--- config.mk ---
export PLATFORM = sky130hd
export DESIGN_NAME = dskdma_regfile
export DESIGN_NICKNAME = d
export VERILOG_FILES = /design/src/rtl/dskdma_pkg.sv /design/src/rtl/dskdma_addr_dec.sv /design/src/rtl/dskdma_chan_fsm.sv /design/src/rtl/dskdma_chan.sv /design/src/rtl/dskdma_regfile.sv
export SDC_FILE = /design/constraint.sdc
export NUM_CORES = 1
export LEC_CHECK = 0
export BUFFER_PORTS_ARGS = -buffer_cell sky130_fd_sc_hd__buf_2
export CAP_MARGIN = 20
export CORE_ASPECT_RATIO = 1.4
export CORE_MARGIN = 3
export CORE_UTILIZATION = 60
export CTS_CLUSTER_DIAMETER = 150
export DETAILED_ROUTE_END_ITERATION = 10
export PLACE_DENSITY = 0.8
export SLEW_MARGIN = 5
export SYNTH_ARGS = -nofsm -noshare
export SYNTH_HDL_FRONTEND = slang
export SYNTH_HIERARCHICAL = 1
export SYNTH_SLANG_ARGS = --single-unit
export TNS_END_PERCENT = 1
--- constraint.sdc ---
create_clock -name clk -period 4.6 [get_ports clk]
set_input_delay 0.92 -clock clk [delete_from_list [all_inputs] [get_ports clk]]
set_output_delay 0.92 -clock clk [all_outputs]
set_load 0.02 [all_outputs]
--- src/rtl/dskdma_pkg.sv ---
package dskdma_pkg;

    typedef enum logic [2:0] {
        SEL_NONE,
        SEL_CTRL,
        SEL_STAT,
        SEL_CNT,
        SEL_PTR_LO,
        SEL_PTR_HI,
        SEL_FIFO_IN,
        SEL_FIFO_OUT
    } reg_sel_e;

    typedef enum logic [1:0] {
        CH_IDLE,
        CH_LAUNCH,
        CH_ACTIVE,
        CH_RESET
    } chan_state_e;

    // byte offsets inside a channel window
    localparam int OFS_CTRL     = 'h00;
    localparam int OFS_STAT     = 'h02;
    localparam int OFS_CNT      = 'h04;
    localparam int OFS_PTR_LO   = 'h0C;
    localparam int OFS_PTR_HI   = 'h0E;
    localparam int OFS_FIFO_IN  = 'h14;
    localparam int OFS_FIFO_OUT = 'h16;

    // control word bit positions
    localparam int CTL_MASK  = 8;
    localparam int CTL_GO    = 7;
    localparam int CTL_RST   = 5;
    localparam int MODE_W    = 2;

    // status word bit positions
    localparam int STA_SEQ   = 6;
    localparam int STA_UIRQ  = 4;
    localparam int STA_PERR  = 0;

endpackage

--- src/rtl/dskdma_addr_dec.sv ---
module dskdma_addr_dec
    import dskdma_pkg::*;
#(
    parameter int ADDR_W    = 8,
    parameter int NUM_CH    = 2,
    parameter int CH_BASE   = 'h80,
    parameter int CH_STRIDE = 'h20,
    parameter int LOCK_ADDR = 'hC7
) (
    input  logic [ADDR_W-1:0] addr,
    output logic [NUM_CH-1:0] ch_hit,
    output reg_sel_e          sel,
    output logic              lock_hit
);
    localparam int OFF_W = $clog2(CH_STRIDE);

    logic [OFF_W-1:0] off;
    assign off = addr[OFF_W-1:0];

    for (genvar g = 0; g < NUM_CH; g++) begin : g_hit
        localparam int LO = CH_BASE + g * CH_STRIDE;
        assign ch_hit[g] = (int'(addr) >= LO) && (int'(addr) < LO + CH_STRIDE);
    end

    always_comb begin
        case (int'(off))
            OFS_CTRL:     sel = SEL_CTRL;
            OFS_STAT:     sel = SEL_STAT;
            OFS_CNT:      sel = SEL_CNT;
            OFS_PTR_LO:   sel = SEL_PTR_LO;
            OFS_PTR_HI:   sel = SEL_PTR_HI;
            OFS_FIFO_IN:  sel = SEL_FIFO_IN;
            OFS_FIFO_OUT: sel = SEL_FIFO_OUT;
            default:      sel = SEL_NONE;
        endcase
    end

    assign lock_hit = (addr == ADDR_W'(LOCK_ADDR));

endmodule

--- src/rtl/dskdma_chan_fsm.sv ---
module dskdma_chan_fsm
    import dskdma_pkg::*;
(
    input  logic        clk,
    input  logic        rst_n,
    input  logic        rst_set,
    input  logic        rst_clr,
    input  logic        go_req,
    input  logic        done_evt,
    output chan_state_e state,
    output logic        eng_start,
    output logic        eng_rst
);
    chan_state_e nxt;

    always_ff @(posedge clk) begin
        if (!rst_n) state <= CH_IDLE;
        else        state <= nxt;
    end

    always_comb begin
        nxt = state;
        unique case (state)
            CH_IDLE: begin
                if (rst_set)     nxt = CH_RESET;
                else if (go_req) nxt = CH_LAUNCH;
            end
            CH_LAUNCH: begin
                if (rst_set)       nxt = CH_RESET;
                else if (done_evt) nxt = CH_IDLE;
                else               nxt = CH_ACTIVE;
            end
            CH_ACTIVE: begin
                if (rst_set)       nxt = CH_RESET;
                else if (done_evt) nxt = CH_IDLE;
            end
            CH_RESET: begin
                if (rst_clr) nxt = CH_IDLE;
            end
        endcase
    end

    always_comb begin
        eng_start = (state == CH_LAUNCH);
        eng_rst   = (state == CH_RESET);
    end

endmodule

--- src/rtl/dskdma_chan.sv ---
module dskdma_chan
    import dskdma_pkg::*;
#(
    parameter int DATA_W = 16
) (
    input  logic              clk,
    input  logic              rst_n,
    input  logic              wr,
    input  logic              rd,
    input  reg_sel_e          sel,
    input  logic [DATA_W-1:0] wdata,
    input  logic              lock_ok,
    input  logic              ev_seq,
    input  logic              ev_uirq,
    input  logic              ev_perr,
    output logic [DATA_W-1:0] rd_val,
    output logic              eng_start,
    output logic              eng_rst,
    output logic              irq
);
    localparam int PTR_W = 2 * DATA_W;

    logic              mask_q, rstbit_q;
    logic [MODE_W-1:0] mode_q;
    logic              st_seq_q, st_uirq_q, st_perr_q;
    logic [DATA_W-1:0] cnt_q, fin_q, fout_q;
    logic [PTR_W-1:0]  ptr_q;
    chan_state_e       state;

    logic ctrl_wr, stat_rd, rst_set, rst_clr, go_req, wipe;
    assign ctrl_wr = wr && (sel == SEL_CTRL);
    assign stat_rd = rd && (sel == SEL_STAT);
    assign rst_set = ctrl_wr && wdata[CTL_RST];
    assign rst_clr = ctrl_wr && !wdata[CTL_RST];
    assign go_req  = ctrl_wr && wdata[CTL_GO] && lock_ok;

    dskdma_chan_fsm u_fsm (
        .clk      (clk),
        .rst_n    (rst_n),
        .rst_set  (rst_set),
        .rst_clr  (rst_clr),
        .go_req   (go_req),
        .done_evt (ev_seq | ev_perr),
        .state    (state),
        .eng_start(eng_start),
        .eng_rst  (eng_rst)
    );

    always_ff @(posedge clk) begin
        if (!rst_n) begin
            mask_q   <= 1'b0;
            rstbit_q <= 1'b0;
            mode_q   <= '0;
            cnt_q    <= '0;
            ptr_q    <= '0;
            fin_q    <= '0;
            fout_q   <= '0;
        end else if (wr) begin
            case (sel)
                SEL_CTRL: begin
                    mask_q   <= wdata[CTL_MASK];
                    rstbit_q <= wdata[CTL_RST];
                    mode_q   <= wdata[MODE_W-1:0];
                end
                SEL_CNT:      cnt_q  <= wdata;
                SEL_PTR_LO:   ptr_q[DATA_W-1:0]     <= wdata;
                SEL_PTR_HI:   ptr_q[PTR_W-1:DATA_W] <= wdata;
                SEL_FIFO_IN:  fin_q  <= wdata;
                SEL_FIFO_OUT: fout_q <= wdata;
                default: ;
            endcase
        end
    end

    // status: cleared by engine reset, cleared by read, new events always kept
    assign wipe = (state == CH_RESET) || rst_set;

    always_ff @(posedge clk) begin
        if (!rst_n || wipe) begin
            st_seq_q  <= 1'b0;
            st_uirq_q <= 1'b0;
            st_perr_q <= 1'b0;
        end else begin
            st_seq_q  <= (st_seq_q  && !stat_rd) || ev_seq;
            st_uirq_q <= (st_uirq_q && !stat_rd) || ev_uirq;
            st_perr_q <= (st_perr_q && !stat_rd) || ev_perr;
        end
    end

    always_comb begin
        rd_val = '0;
        case (sel)
            SEL_CTRL: begin
                rd_val[CTL_MASK]     = mask_q;
                rd_val[CTL_RST]      = rstbit_q;
                rd_val[MODE_W-1:0]   = mode_q;
            end
            SEL_STAT: begin
                rd_val[STA_SEQ]  = st_seq_q;
                rd_val[STA_UIRQ] = st_uirq_q;
                rd_val[STA_PERR] = st_perr_q;
            end
            SEL_CNT:      rd_val = cnt_q;
            SEL_PTR_LO:   rd_val = ptr_q[DATA_W-1:0];
            SEL_PTR_HI:   rd_val = ptr_q[PTR_W-1:DATA_W];
            SEL_FIFO_IN:  rd_val = fin_q;
            SEL_FIFO_OUT: rd_val = fout_q;
            default:      rd_val = '0;
        endcase
    end

    assign irq = (st_seq_q || st_uirq_q || st_perr_q) && !mask_q;

endmodule

--- src/rtl/dskdma_regfile.sv ---
module dskdma_regfile
    import dskdma_pkg::*;
#(
    parameter int NUM_CH    = 2,
    parameter int ADDR_W    = 8,
    parameter int DATA_W    = 16,
    parameter int CH_BASE   = 'h80,
    parameter int CH_STRIDE = 'h20,
    parameter int LOCK_ADDR = 'hC7,
    parameter int LOCK_W    = 8,
    parameter int LOCK_KEY  = 7
) (
    input  logic              clk,
    input  logic              rst_n,
    input  logic              bus_wr,
    input  logic              bus_rd,
    input  logic [ADDR_W-1:0] bus_addr,
    input  logic [DATA_W-1:0] bus_wdata,
    output logic [DATA_W-1:0] bus_rdata,
    input  logic [NUM_CH-1:0] ev_seq,
    input  logic [NUM_CH-1:0] ev_uirq,
    input  logic [NUM_CH-1:0] ev_perr,
    output logic [NUM_CH-1:0] eng_start,
    output logic [NUM_CH-1:0] eng_rst,
    output logic [NUM_CH-1:0] irq
);
    logic [NUM_CH-1:0] ch_hit;
    reg_sel_e          sel;
    logic              lock_hit;
    logic [LOCK_W-1:0] lock_q;
    logic              lock_ok;
    logic [DATA_W-1:0] ch_val [NUM_CH];
    logic [DATA_W-1:0] rd_mux;

    dskdma_addr_dec #(
        .ADDR_W   (ADDR_W),
        .NUM_CH   (NUM_CH),
        .CH_BASE  (CH_BASE),
        .CH_STRIDE(CH_STRIDE),
        .LOCK_ADDR(LOCK_ADDR)
    ) u_dec (
        .addr    (bus_addr),
        .ch_hit  (ch_hit),
        .sel     (sel),
        .lock_hit(lock_hit)
    );

    always_ff @(posedge clk) begin
        if (!rst_n)                  lock_q <= '0;
        else if (bus_wr && lock_hit) lock_q <= bus_wdata[LOCK_W-1:0];
    end
    assign lock_ok = (lock_q == LOCK_W'(LOCK_KEY));

    for (genvar g = 0; g < NUM_CH; g++) begin : g_ch
        dskdma_chan #(.DATA_W(DATA_W)) u_chan (
            .clk      (clk),
            .rst_n    (rst_n),
            .wr       (bus_wr && ch_hit[g]),
            .rd       (bus_rd && ch_hit[g]),
            .sel      (sel),
            .wdata    (bus_wdata),
            .lock_ok  (lock_ok),
            .ev_seq   (ev_seq[g]),
            .ev_uirq  (ev_uirq[g]),
            .ev_perr  (ev_perr[g]),
            .rd_val   (ch_val[g]),
            .eng_start(eng_start[g]),
            .eng_rst  (eng_rst[g]),
            .irq      (irq[g])
        );
    end

    always_comb begin
        rd_mux = lock_hit ? DATA_W'(lock_q) : '0;
        for (int i = 0; i < NUM_CH; i++) begin
            if (ch_hit[i]) rd_mux = rd_mux | ch_val[i];
        end
    end

    always_ff @(posedge clk) begin
        if (!rst_n)      bus_rdata <= '0;
        else if (bus_rd) bus_rdata <= rd_mux;
    end

endmodule

==> qor_table.md <==
| Result | Value | Unit |
|---|---|---|
| Area fraction of the dominant cell type after synthesis | 0.4368 | - |
| Die Span X | 111.0 | um |
| H-tree level count | 1 | - |
| Fmax | 309.2 | MHz |
| FFs w/ async S/R, synth | 0 | - |
| Mapped Area | 9258 | um^2 |
| Final Max Slew Viols | 0 | - |
| Data arrival time of the critical path | 3.56 | ns |
| Worst rel slew slack | 0.3214 | - |
| Total number of vias | 8,146 | - |
| Max clock buf depth | 3 | - |
| Number of DRC violations after detailed-routing iteration 0 | 627 | - |
| Cell at the root of the clock tree | sky130_fd_sc_hd__clkbuf_16 | - |
| Effective utilization at floorplan | 0.6150 | - |
| Core Rows | 53 | - |
| Number of global-route vias before repair | 7,778 | - |
| Vias per std cell | 6.190 | - |
| Number of instances resized during post-cts repair | 0 | - |
| Clock tree from TritonCTS | built | - |
| Clock latency of the later-clocked register in the worst-skew pair | 0.50 | ns |
| Largest driver fanout on the critical path | 39 | - |
| Yosys warning total | 6 | - |
| Synthesized instance count | 1,121 | - |
| Unique masters post-synth | 61 | - |
| Total global-route track usage | 0.2820 | - |
| Remaining DRCs | 0 | - |
| Unrepaired setup endpoints after global routing | no | - |
| Non-Filler Instances | 1,316 | - |
| Global-route wire length before repair | 39.47 | mm |
| Antenna cell count | 0 | - |
| Number of antenna violations at the first check in global routing | 0 | - |
| Post-CTS Setup Bufs | 0 | - |
| Pin count of the biggest net entering global routing | 87 | - |
| Cts hold-fix bufs | 0 | - |
| Multi-input gate area | 4567 | um^2 |
| Top area cells in the synthesized netlist | sky130_fd_sc_hd__dfxtp_1 44%, sky130_fd_sc_hd__nand2_1 14%, sky130_fd_sc_hd__a21oi_1 10% | - |
| Fraction of final layout cells with drive strength greater than 1 | 0.1201 | - |
| Worst hold margin | 0.4534 | ns |
| Buffers added on ports | 55 | - |
| Count of clock tree sinks | 202 | - |
| Total global routing overflow | 0 | - |
| Dominant cell by count in the synthesized netlist | sky130_fd_sc_hd__nand2_1 | - |
| Area taken by flip-flops and latches | 4044 | um^2 |
| Shortest period the worst path allows | 3.234 | ns |
| DP Cell Count | 1,285 | - |
| Die area | 16,980 | um^2 |
| Kind of end point of the critical path | flop | - |
| Estimated wirelength of the detail-placed design | 15.70 | mm |
| Max-Cap Viols | 0 | - |
| Final number of setup-violating endpoints | 0 | - |
| Post-detailed-route wirelength per cell | 18.69 | um |
| Layout overhead on the synthesized area | 7.082 | % |
| Sequential cell area fraction in the yosys report | 0.4368 | - |
| Routed wire length | 24.59 | mm |
| Cell taking the most area after synthesis | sky130_fd_sc_hd__dfxtp_1 | - |
| Boundary pin count | 56 | - |
| Final Total Pwr | 3585 | uW |
| Static leakage | 0.003424 | uW |
| Fillers | 1,258 | - |
| Routed Antenna Nets | 0 | - |
| Average size of a mapped cell | 8.258 | um^2 |
| Routability Congestion | 0.8642 | - |
| Power density of the placed cells | 361.6 | nW/um^2 |
| Net count after synthesis | 1,155 | - |
| TritonRoute pass-1 iters | 10 | - |
| Slew @ Worst Pin | 1.018 | ns |
| Status | finished, final reports clean | - |
| Fin. Hold Viols | 0 | - |
| Critical path type | in -> reg | - |
| EDFF count, synth | 0 | - |
| TNS Setup | 0 | ns |
| Startpoint Class | primary input | - |
| Number of buffers inserted during clock tree synthesis | 20 | - |
| Clock skew | 0.009992 | ns |
| Most numerous cell types in the synthesized netlist | 336 x sky130_fd_sc_hd__nand2_1, 202 x sky130_fd_sc_hd__dfxtp_1, 185 x sky130_fd_sc_hd__a21oi_1 | - |
| Hold/Removal Path Class | reg -> reg | - |
| Critical Path RT | 4.93 | ns |
| Most used flip-flop cell after synthesis | sky130_fd_sc_hd__dfxtp_1 | - |
| Number of nets in the layout | 1,149 | - |
| Die H | 153.0 | um |
| Final critical-path share of the clock period | 0.7031 | - |
| Clk pin slew, worst setup/hold paths | 0.06 | ns |
| Peak supply drop | 242.8 | uV |
| Core Box Area | 15,050 | um^2 |
| Flops & latches, synth | 202 | - |
[per-layer routing]
metal  share of wire  up-vias  track usage
li1                -     3875            -
met1            0.40     3887       0.3443
met2            0.51      317       0.5046
met3           0.062       67      0.03248
met4           0.033        0       0.1121
met5               0        -            0
[critical path, cell delays in order]
cell	delay (ns)
sky130_fd_sc_hd__buf_2	0.13
sky130_fd_sc_hd__xor2_1	0.20
sky130_fd_sc_hd__and3b_2	0.83
sky130_fd_sc_hd__buf_4	0.40
sky130_fd_sc_hd__nand4bb_1	0.69
sky130_fd_sc_hd__nand2_1	0.27
sky130_fd_sc_hd__a21oi_1	0.09
[power by group]
| part | switching, uW | total [uW] | internal [uW] |
|---|---|---|---|
| logic | 160 | 222 | 61.2 |
| registers | 11.1 | 1770 | 1760 |
| clock network | 662 | 1590 | 929 |
[logic make-up after synthesis]
kind of cell	after synthesis	share of synthesized area
buf+inv	108	0.07190
compound gates	299	0.1950
simple gates	448	0.2225
mux	60	0.06947
xor+xnor	2	0.001892
fa+ha+maj	2	0.002433
flops	202	0.4368
[layout by cell type, fill, tap and decap left out, types with 4 or more instances in the layout]
master,netlist,layout
sky130_fd_sc_hd__o21a_1,10,10
sky130_fd_sc_hd__dfxtp_1,202,202
sky130_fd_sc_hd__nand3_1,13,13
sky130_fd_sc_hd__nor2b_1,6,6
sky130_fd_sc_hd__clkbuf_16,0,21
sky130_fd_sc_hd__nor2_1,22,21
sky130_fd_sc_hd__o21ai_0,17,17
sky130_fd_sc_hd__buf_4,24,13
sky130_fd_sc_hd__nand2b_1,5,5
sky130_fd_sc_hd__and2_1,7,7
sky130_fd_sc_hd__buf_2,26,55
sky130_fd_sc_hd__a21oi_1,185,185
sky130_fd_sc_hd__a21boi_0,8,8
sky130_fd_sc_hd__mux2i_1,44,44
sky130_fd_sc_hd__a22oi_1,29,29
sky130_fd_sc_hd__o221ai_1,25,25
sky130_fd_sc_hd__nand4bb_1,4,4
sky130_fd_sc_hd__and4b_1,6,6
sky130_fd_sc_hd__a222oi_1,8,8
sky130_fd_sc_hd__nand2_1,336,336
sky130_fd_sc_hd__inv_1,11,9
sky130_fd_sc_hd__nand4_1,11,11
sky130_fd_sc_hd__mux2_2,13,13
sky130_fd_sc_hd__and3_1,10,10
sky130_fd_sc_hd__a221oi_1,4,4
[final timing paths]
kind | from | slack, ns | end | cells after the start
hold / removal | g_ch[0].u_chan/ptr_q[6] | 0.45 | g_ch[0].u_chan/ptr_q[6] | 2
hold reg to reg | g_ch[0].u_chan/ptr_q[6] | 0.45 | g_ch[0].u_chan/ptr_q[6] | 2
setup reg to reg | lock_q[3] | 2.98 | g_ch[0].u_chan/u_fsm/state[0] | 6
setup / recovery | bus_addr[3] | 1.37 | g_ch[1].u_chan/ptr_q[6] | 7
[final cells by class]
cell class	instances	share of cell area
well taps	192	0.02423
repair buffers	69	0.03963
inverters	11	0.004165
multi-input cells	811	0.4607
flip-flops and latches	202	0.4079
clock buffers	26	0.05793
clock inverters	5	0.005427
[flip-flops by register name, summed over array words and instances, names as in the netlist, 4 cells and up]
name and cells:
g_ch.u_chan/ptr_q 64, g_ch.u_chan/cnt_q 32, g_ch.u_chan/fin_q 32, g_ch.u_chan/fout_q 32, bus_rdata 16, lock_q 8
g_ch.u_chan/mode_q 4, g_ch.u_chan/u_fsm/state 4
[stage by stage]
stage               instance area [um^2]  utilization  setup slack [ns]
global route                        9913       0.6585             1.108
floorplan                           9258            -             1.712
CTS                                 9913       0.6585             1.432
finish                              9913       0.6585             1.366
detailed placement                  9285       0.6168            0.9197
global placement                    9285       0.6168             1.009
Note: power is estimated with default switching activity, not from simulation.
